[src/rtl/dsss_pkg.sv]
package dsss_pkg;

    // Code geometry
    localparam int unsigned CHIPS_PER_SYM = 32;
    localparam int unsigned SYM_W         = 4;
    localparam int unsigned CHIP_IDX_W    = $clog2(CHIPS_PER_SYM);

    // Symbol 0 code, chip 0 in the MSB
    localparam logic [CHIPS_PER_SYM-1:0] BASE_CODE = 32'hD9C3522E;

    // Chip sequencer state
    typedef struct packed {
        logic                  busy;
        logic [SYM_W-1:0]      sym;
        logic [CHIP_IDX_W-1:0] idx;
        logic                  chip_i;
        logic                  chip_q;
        logic                  valid;
    } seq_state_t;

    // Byte splitter state
    typedef struct packed {
        logic             pending;
        logic [SYM_W-1:0] hi;
    } feed_state_t;

endpackage

[src/rtl/dsss_chip_table.sv]
module dsss_chip_table #(
    parameter int unsigned                 CHIPS = dsss_pkg::CHIPS_PER_SYM,
    parameter int unsigned                 SYM_W = dsss_pkg::SYM_W,
    parameter logic [CHIPS-1:0]            BASE  = dsss_pkg::BASE_CODE
) (
    input  logic [SYM_W-1:0]               sym,
    input  logic [$clog2(CHIPS)-1:0]       idx,
    output logic                           chip
);

    localparam int unsigned IDX_W = $clog2(CHIPS);
    localparam int unsigned ROTS  = 2 ** (SYM_W - 1);
    localparam int unsigned STEP  = CHIPS / ROTS;

    logic [SYM_W-2:0] rot;
    logic [IDX_W-1:0] shift_amt;
    logic [IDX_W-1:0] src_idx;
    logic [IDX_W-1:0] bit_pos;
    logic             base_chip;

    always_comb begin
        rot       = sym[SYM_W-2:0];
        shift_amt = IDX_W'(rot) * IDX_W'(STEP);
        // rotating right: chip k comes from chip k - shift (mod CHIPS)
        src_idx   = idx - shift_amt;
        bit_pos   = IDX_W'(CHIPS - 1) - src_idx;
        base_chip = BASE[bit_pos];
        // upper half of the symbol set flips odd-indexed chips
        chip      = base_chip ^ (sym[SYM_W-1] & idx[0]);
    end

endmodule

[src/rtl/dsss_nibble_feed.sv]
module dsss_nibble_feed #(
    parameter int unsigned IN_W  = 8,
    parameter int unsigned SYM_W = dsss_pkg::SYM_W
) (
    input  logic             clk,
    input  logic             rst_n,
    input  logic             in_valid,
    input  logic [IN_W-1:0]  in_data,
    input  logic             slot_open,
    output logic             in_ready,
    output logic             load,
    output logic [SYM_W-1:0] load_sym
);

    import dsss_pkg::*;

    generate
        if (IN_W == 2 * SYM_W) begin : g_byte
            feed_state_t st_d, st_q;

            always_comb begin
                st_d     = st_q;
                in_ready = slot_open && !st_q.pending;
                load     = slot_open && (st_q.pending || in_valid);
                load_sym = st_q.pending ? st_q.hi : in_data[SYM_W-1:0];
                if (slot_open) begin
                    if (st_q.pending) begin
                        st_d.pending = 1'b0;
                    end else if (in_valid) begin
                        st_d.pending = 1'b1;
                        st_d.hi      = in_data[IN_W-1:SYM_W];
                    end
                end
            end

            always_ff @(posedge clk or negedge rst_n) begin
                if (!rst_n) begin
                    st_q <= '0;
                end else begin
                    st_q <= st_d;
                end
            end
        end else begin : g_nibble
            always_comb begin
                in_ready = slot_open;
                load     = slot_open && in_valid;
                load_sym = in_data[SYM_W-1:0];
            end
        end
    endgenerate

endmodule

[src/rtl/dsss_chip_seq.sv]
module dsss_chip_seq #(
    parameter int unsigned CHIPS = dsss_pkg::CHIPS_PER_SYM,
    parameter int unsigned SYM_W = dsss_pkg::SYM_W
) (
    input  logic             clk,
    input  logic             rst_n,
    input  logic             chip_en,
    input  logic             load,
    input  logic [SYM_W-1:0] load_sym,
    output logic             idle,
    output logic             chip_i,
    output logic             chip_q,
    output logic             chip_valid
);

    import dsss_pkg::*;

    localparam int unsigned IDX_W = $clog2(CHIPS);
    localparam logic [IDX_W-1:0] LAST_IDX = IDX_W'(CHIPS - 1);

    seq_state_t        st_d, st_q;
    logic [SYM_W-1:0]  cur_sym;
    logic [IDX_W-1:0]  cur_idx;
    logic              cur_chip;
    logic              emit;

    dsss_chip_table #(
        .CHIPS (CHIPS),
        .SYM_W (SYM_W)
    ) i_table (
        .sym  (cur_sym),
        .idx  (cur_idx),
        .chip (cur_chip)
    );

    always_comb begin
        st_d    = st_q;
        cur_sym = st_q.busy ? st_q.sym : load_sym;
        cur_idx = st_q.busy ? st_q.idx : '0;
        emit    = chip_en && (st_q.busy || load);

        if (emit) begin
            if (cur_idx[0]) begin
                st_d.chip_q = cur_chip;
            end else begin
                st_d.chip_i = cur_chip;
            end
            st_d.valid = 1'b1;
            st_d.sym   = cur_sym;
            if (cur_idx == LAST_IDX) begin
                st_d.busy = 1'b0;
                st_d.idx  = '0;
            end else begin
                st_d.busy = 1'b1;
                st_d.idx  = cur_idx + 1'b1;
            end
        end else if (chip_en) begin
            st_d.valid = 1'b0;
        end
    end

    always_ff @(posedge clk or negedge rst_n) begin
        if (!rst_n) begin
            st_q <= '0;
        end else begin
            st_q <= st_d;
        end
    end

    assign idle       = !st_q.busy;
    assign chip_i     = st_q.chip_i;
    assign chip_q     = st_q.chip_q;
    assign chip_valid = st_q.valid;

endmodule

[src/rtl/dsss_spreader.sv]
module dsss_spreader #(
    parameter int unsigned IN_W  = 8,
    parameter int unsigned CHIPS = dsss_pkg::CHIPS_PER_SYM,
    parameter int unsigned SYM_W = dsss_pkg::SYM_W
) (
    input  logic            clk,
    input  logic            rst_n,
    input  logic            in_valid,
    input  logic [IN_W-1:0] in_data,
    output logic            in_ready,
    input  logic            chip_en,
    output logic            chip_i,
    output logic            chip_q,
    output logic            chip_valid
);

    logic             seq_idle;
    logic             slot_open;
    logic             load;
    logic [SYM_W-1:0] load_sym;

    assign slot_open = chip_en && seq_idle;

    dsss_nibble_feed #(
        .IN_W  (IN_W),
        .SYM_W (SYM_W)
    ) i_feed (
        .clk       (clk),
        .rst_n     (rst_n),
        .in_valid  (in_valid),
        .in_data   (in_data),
        .slot_open (slot_open),
        .in_ready  (in_ready),
        .load      (load),
        .load_sym  (load_sym)
    );

    dsss_chip_seq #(
        .CHIPS (CHIPS),
        .SYM_W (SYM_W)
    ) i_seq (
        .clk        (clk),
        .rst_n      (rst_n),
        .chip_en    (chip_en),
        .load       (load),
        .load_sym   (load_sym),
        .idle       (seq_idle),
        .chip_i     (chip_i),
        .chip_q     (chip_q),
        .chip_valid (chip_valid)
    );

endmodule

[config.mk]
export PLATFORM = sky130hd
export DESIGN_NAME = dsss_spreader
export DESIGN_NICKNAME = d
export VERILOG_FILES = /design/src/rtl/dsss_pkg.sv /design/src/rtl/dsss_chip_table.sv /design/src/rtl/dsss_nibble_feed.sv /design/src/rtl/dsss_chip_seq.sv /design/src/rtl/dsss_spreader.sv
export SDC_FILE = /design/constraint.sdc
export NUM_CORES = 1
export LEC_CHECK = 0
export BUFFER_PORTS_ARGS = -buffer_cell sky130_fd_sc_hd__buf_2
export CAP_MARGIN = 20
export CORE_MARGIN = 2
export CORE_UTILIZATION = 30
export DETAILED_ROUTE_END_ITERATION = 16
export HOLD_SLACK_MARGIN = 0.1
export PLACE_DENSITY = 0.48
export RECOVER_POWER = 25
export SYNTH_ARGS = -nofsm -noshare
export SYNTH_HDL_FRONTEND = slang
export SYNTH_SLANG_ARGS = --single-unit
[constraint.sdc]
create_clock -name clk -period 7.35 [get_ports clk]
set_input_delay 0.735 -clock clk [delete_from_list [all_inputs] [get_ports clk]]
set_output_delay 0.735 -clock clk [all_outputs]
set_load 0.01 [all_outputs]
# Word level (Yosys, flattened, before mapping)
# Memory sizes are Yosys's and may differ from the RTL's.
# Index checks and enable logic that the tools add are counted.
# word_totals
output_inout_bits	4
romBits	32
elab_cells	40
register_bits	18
input_bits	12
mem_count	1
# op_classes
mux	10
order_cmp	1
n_eq_ne	1
bitwise	4
addsub	3
n_reduce_logical	12
# memory_table
memory	words	word_bits	rd	rd_ports_with_merged_regs	write_ports	line_no	source
(no name shown)	32	1	1	0	0	dsss_chip_table.sv:27	base_chip = BASE[bit_pos];
# ops
op	n
$mux 5	3
$mux 4	2
$lt 5x6->1 const B	1
$add 5x1->5 const B	1
$eq 5x5->1 const B	1
$mux 1	5
$sub 5x5->5	1
$sub 5x5->5 const A	1
$logic_and 1x1->1	4
$reduce_and 2->1	2
$reduce_and 3->1	1
$logic_not 1->1	2
$logic_or 1x1->1	2
$not 1->1	2
$reduce_bool 2->1	1
$and 1x1->1	1
$xor 1x1->1	1

# Longest topological paths before layout
# Gate-level depths: netlist of run 1.
# logic_depth
ltp_word	7
ltp_mapped	11
ltp_nobuf	10

# Cells and area by module
# From an unflattened synthesis of run 1, not the netlist that was laid out.
# hier_totals
hier_cells	109
area_unflattened_um2	1139.8
# by_module_without_submodules
module	cells_each	seq_area_each_um2	area_per_inst_um2	n_inst
dsss_chip_seq	68	325.3	680.7	1
dsss_nibble_feed	19	125.1	286.5	1
dsss_chip_table	21	0.0	166.4	1
dsss_spreader	1	0.0	6.3	1

# Worst setup path before layout of run 1
# Ideal clock, no wire load.
# synth_timing
path_type	input port to flip-flop
start	in in_data[0]
end	reg i_seq.st_q (netlist bit i_seq.chip_q)
arrival_time_ns	2.790
setup_time_ns	0.126
path_stages	10
slack_ns	4.434
required_ns	7.224
path_buffers	0
cell_sequence	mux2_2 mux2_2 ha_1 inv_1 fa_1 and3_1 a211o_1 and3_1 o21bai_1 nand3_1
# synth_between
elab_chain_len	7
# synth_lines
item	line_no	source
start, declared	dsss_spreader.sv:9	input logic [IN_W-1:0] in_data,
$mux 4	dsss_nibble_feed.sv:25	load_sym = st_q.pending ? st_q.hi : in_data[SYM_W-1:0];
$mux 4	dsss_chip_seq.sv:38	cur_sym = st_q.busy ? st_q.sym : load_sym;
net i_seq.cur_sym[0]	dsss_chip_seq.sv:22	logic [SYM_W-1:0] cur_sym;
$sub 5x5->5	dsss_chip_table.sv:25	src_idx = idx - shift_amt;
$sub 5x5->5	dsss_chip_table.sv:26	bit_pos = IDX_W'(CHIPS - 1) - src_idx;
$mem_v2 32x1	n/a	
$mux 1 (implied by the code)	dsss_chip_table.sv:27	
$xor 1x1->1	dsss_chip_table.sv:29	chip = base_chip ^ (sym[SYM_W-1] & idx[0]);
end signal, assigned	dsss_chip_seq.sv:66	st_q <= st_d;
end, declared	dsss_chip_seq.sv:21	seq_state_t st_d, st_q;
# The timed path passes the listed nets, and every way through them passes these cells. The select of a mux whose other input is x is not followed.
# A chain may end at the register's enable or synchronous reset.

# Final worst setup path of run 1
# layout_timing
start	reg i_feed.g_byte.st_q[4] (netlist name)
end	reg i_seq.st_q (netlist bit i_seq.chip_q)
# layout_between
elab_chain_len	7
word_cells_on_any_way	13
classes_between	add/sub (2); mux (3); bitwise (2); reduce/logical (5); memory (1)
# layout_lines
item	line_no	source
start, declared	dsss_nibble_feed.sv:19	feed_state_t st_d, st_q;
start signal, assigned	dsss_nibble_feed.sv:40	st_q <= st_d;
$mux 4	dsss_nibble_feed.sv:25	
$mux 4	dsss_chip_seq.sv:38	
net i_seq.cur_sym[0]	dsss_chip_seq.sv:22	
$sub 5x5->5	dsss_chip_table.sv:25	
$sub 5x5->5	dsss_chip_table.sv:26	
$mem_v2 32x1	n/a	
$mux 1 (implied by the code)	dsss_chip_table.sv:27	
$xor 1x1->1	dsss_chip_table.sv:29	
# The timed path passes the listed nets, and every way through them passes these cells. The select of a mux whose other input is x is not followed.

==> results of run 1 <==
## placed cells by master (no fill, tap or decap)
cell type,count
a31oi_1,2
o21ai_0,8
fa_1,1
nor2b_1,1
inv_2,2
mux2i_1,4
and3b_1,1
o41ai_2,1
o21bai_1,1
mux2_2,4
nor2_1,3
o31ai_2,1
nand2_1,9
clkbuf_1,1
nand3_1,4
a21boi_1,1
ha_1,4
a21oi_1,7
nor3b_2,1
o22ai_1,1
nor3_1,2
and3_1,4
and2_1,3
a21o_1,1
inv_1,3
dfrtp_1,18
a211o_1,1
mux2_1,6
nand2b_1,1
o31ai_1,2
buf_2,14
xnor2_1,2
clkbuf_4,3
## through the flow
stage / hold WS (ps) / utilization, % / cells / worst slack, ps / power [mW]
finish: 498 / 35.2 / 163 / 4320 / 0.377
floorplan: 439 / - / 103 / 4430 / 0.289
global placement: 460 / 34.6 / 160 / 4280 / 0.324
global route: 521 / 35.2 / 163 / 4160 / 0.419
detailed placement: 480 / 34.6 / 160 / 4190 / 0.329
CTS: 369 / 35.3 / 163 / 4330 / 0.381
## kinds of logic (layout without fill, tap and decap cells)
group,after synthesis,in the layout
AOI/OAI and AO/OA,26,26
muxes,14,14
xor gates and xnor gates,2,2
buffers and inverters,9,23
and+or+nand+nor,29,29
adders and majority gates,5,5
DFF,18,18
## report_power, final
part           total [mW]  internal [mW]  switching [mW]
Combinational       0.169         0.0786          0.0906
Sequential          0.158          0.131          0.0264
Clock              0.0501         0.0191          0.0310
## routing by layer
layer / wire length, um / vias to the layer above / global-route usage (%)
li1: - / 399 / -
met1: 1040 / 354 / 17.1
met2: 937 / 16 / 18.3
met3: 99 / 2 / 3.39
met4: 26 / 0 / 4.08
met5: 0 / - / 0
## area by class of cell
type                    count  area share (%)
clock buffers               3            1.90
inverters                   5            1.58
multi-input cells          76            47.4
flip-flops and latches     18            38.0
well taps                  46            4.86
repair buffers             15            6.23
## registers in the layout (all words and copies together) (netlist names)
name / cells
i_seq.chip_q: 1
i_seq.chip_valid: 1
i_feed.g_byte.st_q: 5
i_seq.st_q: 10
i_seq.chip_i: 1
## worst max path at each step
| stage | end | startpoint | depth (start not counted) |
|---|---|---|---|
| after detailed placement | i_seq.chip_q | in_data[0] | 11 |
| after floorplan | i_seq.chip_q | in_data[0] | 10 |
| after global routing | i_seq.chip_q | i_feed.g_byte.st_q[4] | 10 |
| after CTS | i_seq.chip_q | i_feed.g_byte.st_q[4] | 10 |
| final | i_seq.chip_q | i_feed.g_byte.st_q[4] | 10 |
| after global placement | i_seq.chip_q | in_data[0] | 11 |
==> impl_metrics.yaml, run 1 <==
timing:
  setup_viol: 0
  tns_ps: 0
  final_hold_viol_count: 0
  worst_slew_pin_slew_ps: 1020
  fmax_ghz: 0.330
  max_slew_margin_pct: 32.0
  period_share_pct: 41.3
  rsz0062_at_grt: "no"
  skew_ps: 4.62
  drv_slew: 0
  period_needed_ps: 3030
clock_tree:
  cts_tree: "done"
  clk_latency_ps: 290
  clk_path_buf_depth: 2
  cts_hold_buf: 0
  cts_made_buffers: 3
  cts_sinks: 18
  cts_setup_buffers: 0
  htreeDepth: 1
  root_buffer: "clkbuf_4"
  clkTransAtPathRegs_ps: 110
  cts_resized: 0
worst_setup_path:
  reg2reg_slack_ps: 4320
  rr_worst_depth: 10
  cp_num_buf_inv: 1
  critPathRequiredTime_ps: 7530
  crit_fanout: 8
  cp_top_family: "adder cells"
  r2r_end: "i_seq.chip_q"
  cp-start-kind: "flop"
  cp_data_arrival_time_ps: 3210
  worstSetupPathType: "flop to flop"
  cp_cell_sequence: "mux2_2 -> mux2_2 -> ha_1 -> inv_1 -> fa_1 -> and3_1 -> a211o_1 -> and3_1 -> o21bai_1 -> nand3_1"
  end_kind: "flop"
  cp_slowest_stage_delay_ps: 570
  cpMaxStageDelayCell: "dfrtp_1"
  r2r_start: "i_feed.g_byte.st_q[4]"
logic_synthesis:
  synth_top_family_by_area: "compound AO/OA/AOI/OAI gates"
  synth_compound_area_share_pct: 16.0
  synthMuxAreaShare_pct: 14.4
  synth_common_cells: "dfrtp_1 (18), nand2_1 (9), o21ai_0 (8)"
  yosysWarnings: 0
  synth_flop_cell: "dfrtp_1"
  synth_simple_gate_area_share_pct: 14.4
  synth_top_area_share_pct: 42.6
  syn_area_per_cell_um2: 10.3
  ys_async_sr_fraction_pct: 100
  ys_types: 32
  synth-edff-count: 0
  seq_area_frac_synth_pct: 42.6
  synth_top_cell_by_area: "dfrtp_1"
  synthXorXnorAreaFrac_pct: 1.66
  synthCells: 103
  synthAdderAreaFrac_pct: 6.63
  syn_nets: 120
  synth_area_leaders: "dfrtp_1 (43%), mux2_1 (6.4%), ha_1 (4.7%)"
  ys_seq_elements: 18
  synth_area_um2: 1060
  yosysMostFrequentCell: "dfrtp_1"
global_route:
  grt_max_degree: 19
  antenna_found_initial: 0
  grt.total_usage_pct: 12.3
  grt_overflow: 0
  grt_pass1_wl_mm: 3.86
  grt_pass1_vias: 789
cells_and_area:
  area_delta_synth_final_pct: 12.1
  finalInstanceArea_um2: 1180
  antenna_cells: 0
  regArea_um2: 450
  drive_gt1_share_pct: 22.2
  multi_input_area_um2: 562
  fillers: 378
  nNetsFinal: 136
drt:
  vias_per_cell: 4.73
  wirelength_mm: 2.10
  drt_first_iter_violations: 75
  ant_nets: 0
  avgRoutedWirePerCell_um: 12.9
  first_pass_iters: 4
  via_count: 771
  drc: 0
die:
  die_area_um2: 4020
  rows: 21
  initial_core_util_pct: 31.4
  io-pin-count: 16
  fp.dieW_um: 63.4
  core_um2: 3360
  die-height_um: 63.4
pwr:
  power.leakage_nw: 0.564
  ir_drop_mv: 0.165
  power_density_nw_per_um2: 318
placed_design:
  routabilityCongestion: 0.909
  io_buffers: 15
  dpl.hpwl_mm: 1.62
  dpl_cell_area_um2: 1160
min_path:
  min_from: "i_feed.g_byte.st_q[2]"
  holdPathStages: 1
  hold_end: "i_feed.g_byte.st_q[2]"
  worst_hold_path_type: "flop to flop"
run:
  cap_violations: 0
status:
  outcome: "finished, final reports clean"
Note: power is estimated with default switching activity, not from simulation.
==> run 2, diff against run 1 <==
Settings changed: PLACE_DENSITY 0.48 to 0.5.
Clock period 7.35 ns to 2.6 ns, I/O delays scaled along.
==> run 2 against run 1 <==
Net effect:
- sequential power rose to 2.8 times the previous value
- register-to-register slack worse by 4300 ps
- first-iteration DRC count shrank 87%
- count of clock-buffer cells in the layout rose by 1
- global-route usage shrank 0.60 points
- worst hold slack got worse by 330 ps
- sequential share of layout area is 2.8 points lower
- routed wire length is 4.1% higher
- critical endpoint unchanged
- largest power group unchanged
==> impl_metrics.yaml, run 2 (synthesis gave the netlist of run 1 again) <==
status:
  outcome: "finished, final reports clean"
cells_and_area:
  reg_top3: "i_seq.st_q (10), i_feed.g_byte.st_q (5)"
  largest_reg_flops: 10
  antenna_cells: 0
  area_delta_synth_final_pct: 21.1
  nNetsFinal: 142
  mostFrequentLayoutCell: "dfrtp_1"
  finalInstanceArea_um2: 1280
  multi_input_area_um2: 596
  drive_gt1_share_pct: 29.8
  largest-register: "i_seq.st_q"
  final_cell_mix: "dfrtp_1 (18), buf_2 (14), nand2_1 (9), o21ai_0 (8), a21oi_1 (7)"
  fillers: 363
  final_cells: 170
  regArea_um2: 450
timing:
  period_needed_ps: 2590
  drv_slew: 0
  tns_ps: 0
  rsz0062_at_grt: "yes"
  skew_ps: 4.52
  final_hold_viol_count: 0
  finalWorstSetupSlack_ps: 12.7
  fmax_ghz: 0.387
  worst_slew_pin_slew_ps: 1010
  max_slew_margin_pct: 32.9
  setup_viol: 0
  period_share_pct: 99.5
drt:
  drt_first_iter_violations: 10
  via_count: 830
  vias_per_cell: 4.88
  drc: 0
  wirelength_mm: 2.19
  ant_nets: 0
  avgRoutedWirePerCell_um: 12.9
  first_pass_iters: 4
pwr:
  power.leakage_nw: 0.605
  power_frac_comb_pct: 49.0
  p_clk_share_pct: 14.9
  internal-power_mw: 0.750
  sequentialPowerShare_pct: 36.1
  switching_share_pct: 37.9
  ir_drop_mv: 0.399
  p_total_mw: 1.21
  power_density_nw_per_um2: 942
  p_switching_mw: 0.457
worst_setup_path:
  crit_cells: 10
  cp_cell_sequence: "mux2_4 -> mux2_4 -> ha_4 -> inv_2 -> fa_2 -> and3_4 -> a211o_1 -> and3_1 -> o21bai_1 -> nand3_1"
  crit_fanout: 7
  r2r_end: "i_seq.chip_q"
  cp_data_arrival_time_ps: 2780
  r2r_start: "i_feed.g_byte.st_q[4]"
  end_kind: "flop"
  cpMaxStageDelayCell: "fa_2"
  cp_top_family: "adder cells"
  rr_worst_depth: 10
  crit_top_cell: "mux2_4"
  cp-start-kind: "flop"
  worstSetupPathType: "flop to flop"
  critPathCapture: "i_seq.chip_q"
  setup.worst_path.start: "i_feed.g_byte.st_q[4]"
  reg2reg_slack_ps: 10
  cp_slowest_stage_delay_ps: 470
  critPathRequiredTime_ps: 2790
  cp_num_buf_inv: 1
placed_design:
  routabilityCongestion: 0.896
  dp_slack_ps: 23.3
  io_buffers: 15
  dpl.hpwl_mm: 1.61
  dpl.cell_count: 164
  dpl_cell_area_um2: 1220
clock_tree:
  cts_sinks: 18
  root_buffer: "clkbuf_4"
  clk_path_buf_depth: 2
  cts_tree: "done"
  clk_latency_ps: 300
  cts_made_buffers: 3
  clkTransAtPathRegs_ps: 110
  htreeDepth: 1
die:
  die_area_um2: 4020
  io-pin-count: 16
  initial_core_util_pct: 31.4
  core_um2: 3360
  rows: 21
  die-height_um: 63.4
  fp.dieW_um: 63.4
global_route:
  grt_overflow: 0
  grt_pass1_wl_mm: 3.68
  grt.total_usage_pct: 11.7
  grt_max_degree: 19
  grt_pass1_vias: 837
  antenna_found_initial: 0
min_path:
  min_from: "in_data[6]"
  worst_hold_path_type: "input pin to flop"
  holdPathStages: 2
run:
  cap_violations: 0
## run 2: worst reg2reg max path, cell delays in order, from the launching register on
cell and delay [ps]:
dfrtp_1 410, mux2_4 310, mux2_4 270, ha_4 160, inv_2 40, fa_2 470
and3_4 180, a211o_1 250, and3_1 190, o21bai_1 130, nand3_1 80
## run 2: routing by layer
layer | track usage, % | up-vias | wire [um]
met4 | 4.62 | 0 | 41
li1 | - | 412 | -
met3 | 3.75 | 6 | 144
met1 | 14.6 | 381 | 1050
met5 | 0 | - | 0
met2 | 18.6 | 31 | 956
## run 2: stage by stage
step / util (%) / hold slack, ps
global route: 38.1 / 166
global placement: 36.3 / 231
finish: 38.1 / 169
floorplan: - / -35.6
detailed placement: 36.3 / 230
CTS: 37.9 / 158
## run 2: area by class of cell
type / count / area share [%]
multi-input cells: 76 / 46.5
well taps: 46 / 4.50
repair buffers: 21 / 9.48
inverters: 5 / 1.47
flip-flops and latches: 18 / 35.2
clock buffers: 4 / 2.83
## run 2: power by group through the flow
stage	registers [mW]	logic [mW]	clock network, mW
2_1_floorplan	0.433	0.421	0
3_3_place_gp	0.438	0.532	0
3_5_place_dp	0.442	0.544	0
4_1_cts	0.437	0.559	0.189
5_1_grt	0.451	0.647	0.199
6_report	0.435	0.591	0.180
## run 2: timing repair
action                                 CTS  global route
setup endpoints to repair                1             2
setup buffers                            0             1
resized for setup                        1             0
pin swaps                                0             0
endpoints found under the hold margin   18             0
hold buffers                             1             0
## run 2: worst min-delay path by stage
stage / slack [ps] / end
2_1_floorplan: -40 / i_feed.g_byte.st_q[0]
3_3_place_gp: 230 / i_seq.chip_i
3_5_place_dp: 230 / i_seq.chip_i
4_1_cts: 160 / i_feed.g_byte.st_q[2]
5_1_grt: 170 / i_feed.g_byte.st_q[1]
6_report: 170 / i_feed.g_byte.st_q[2]
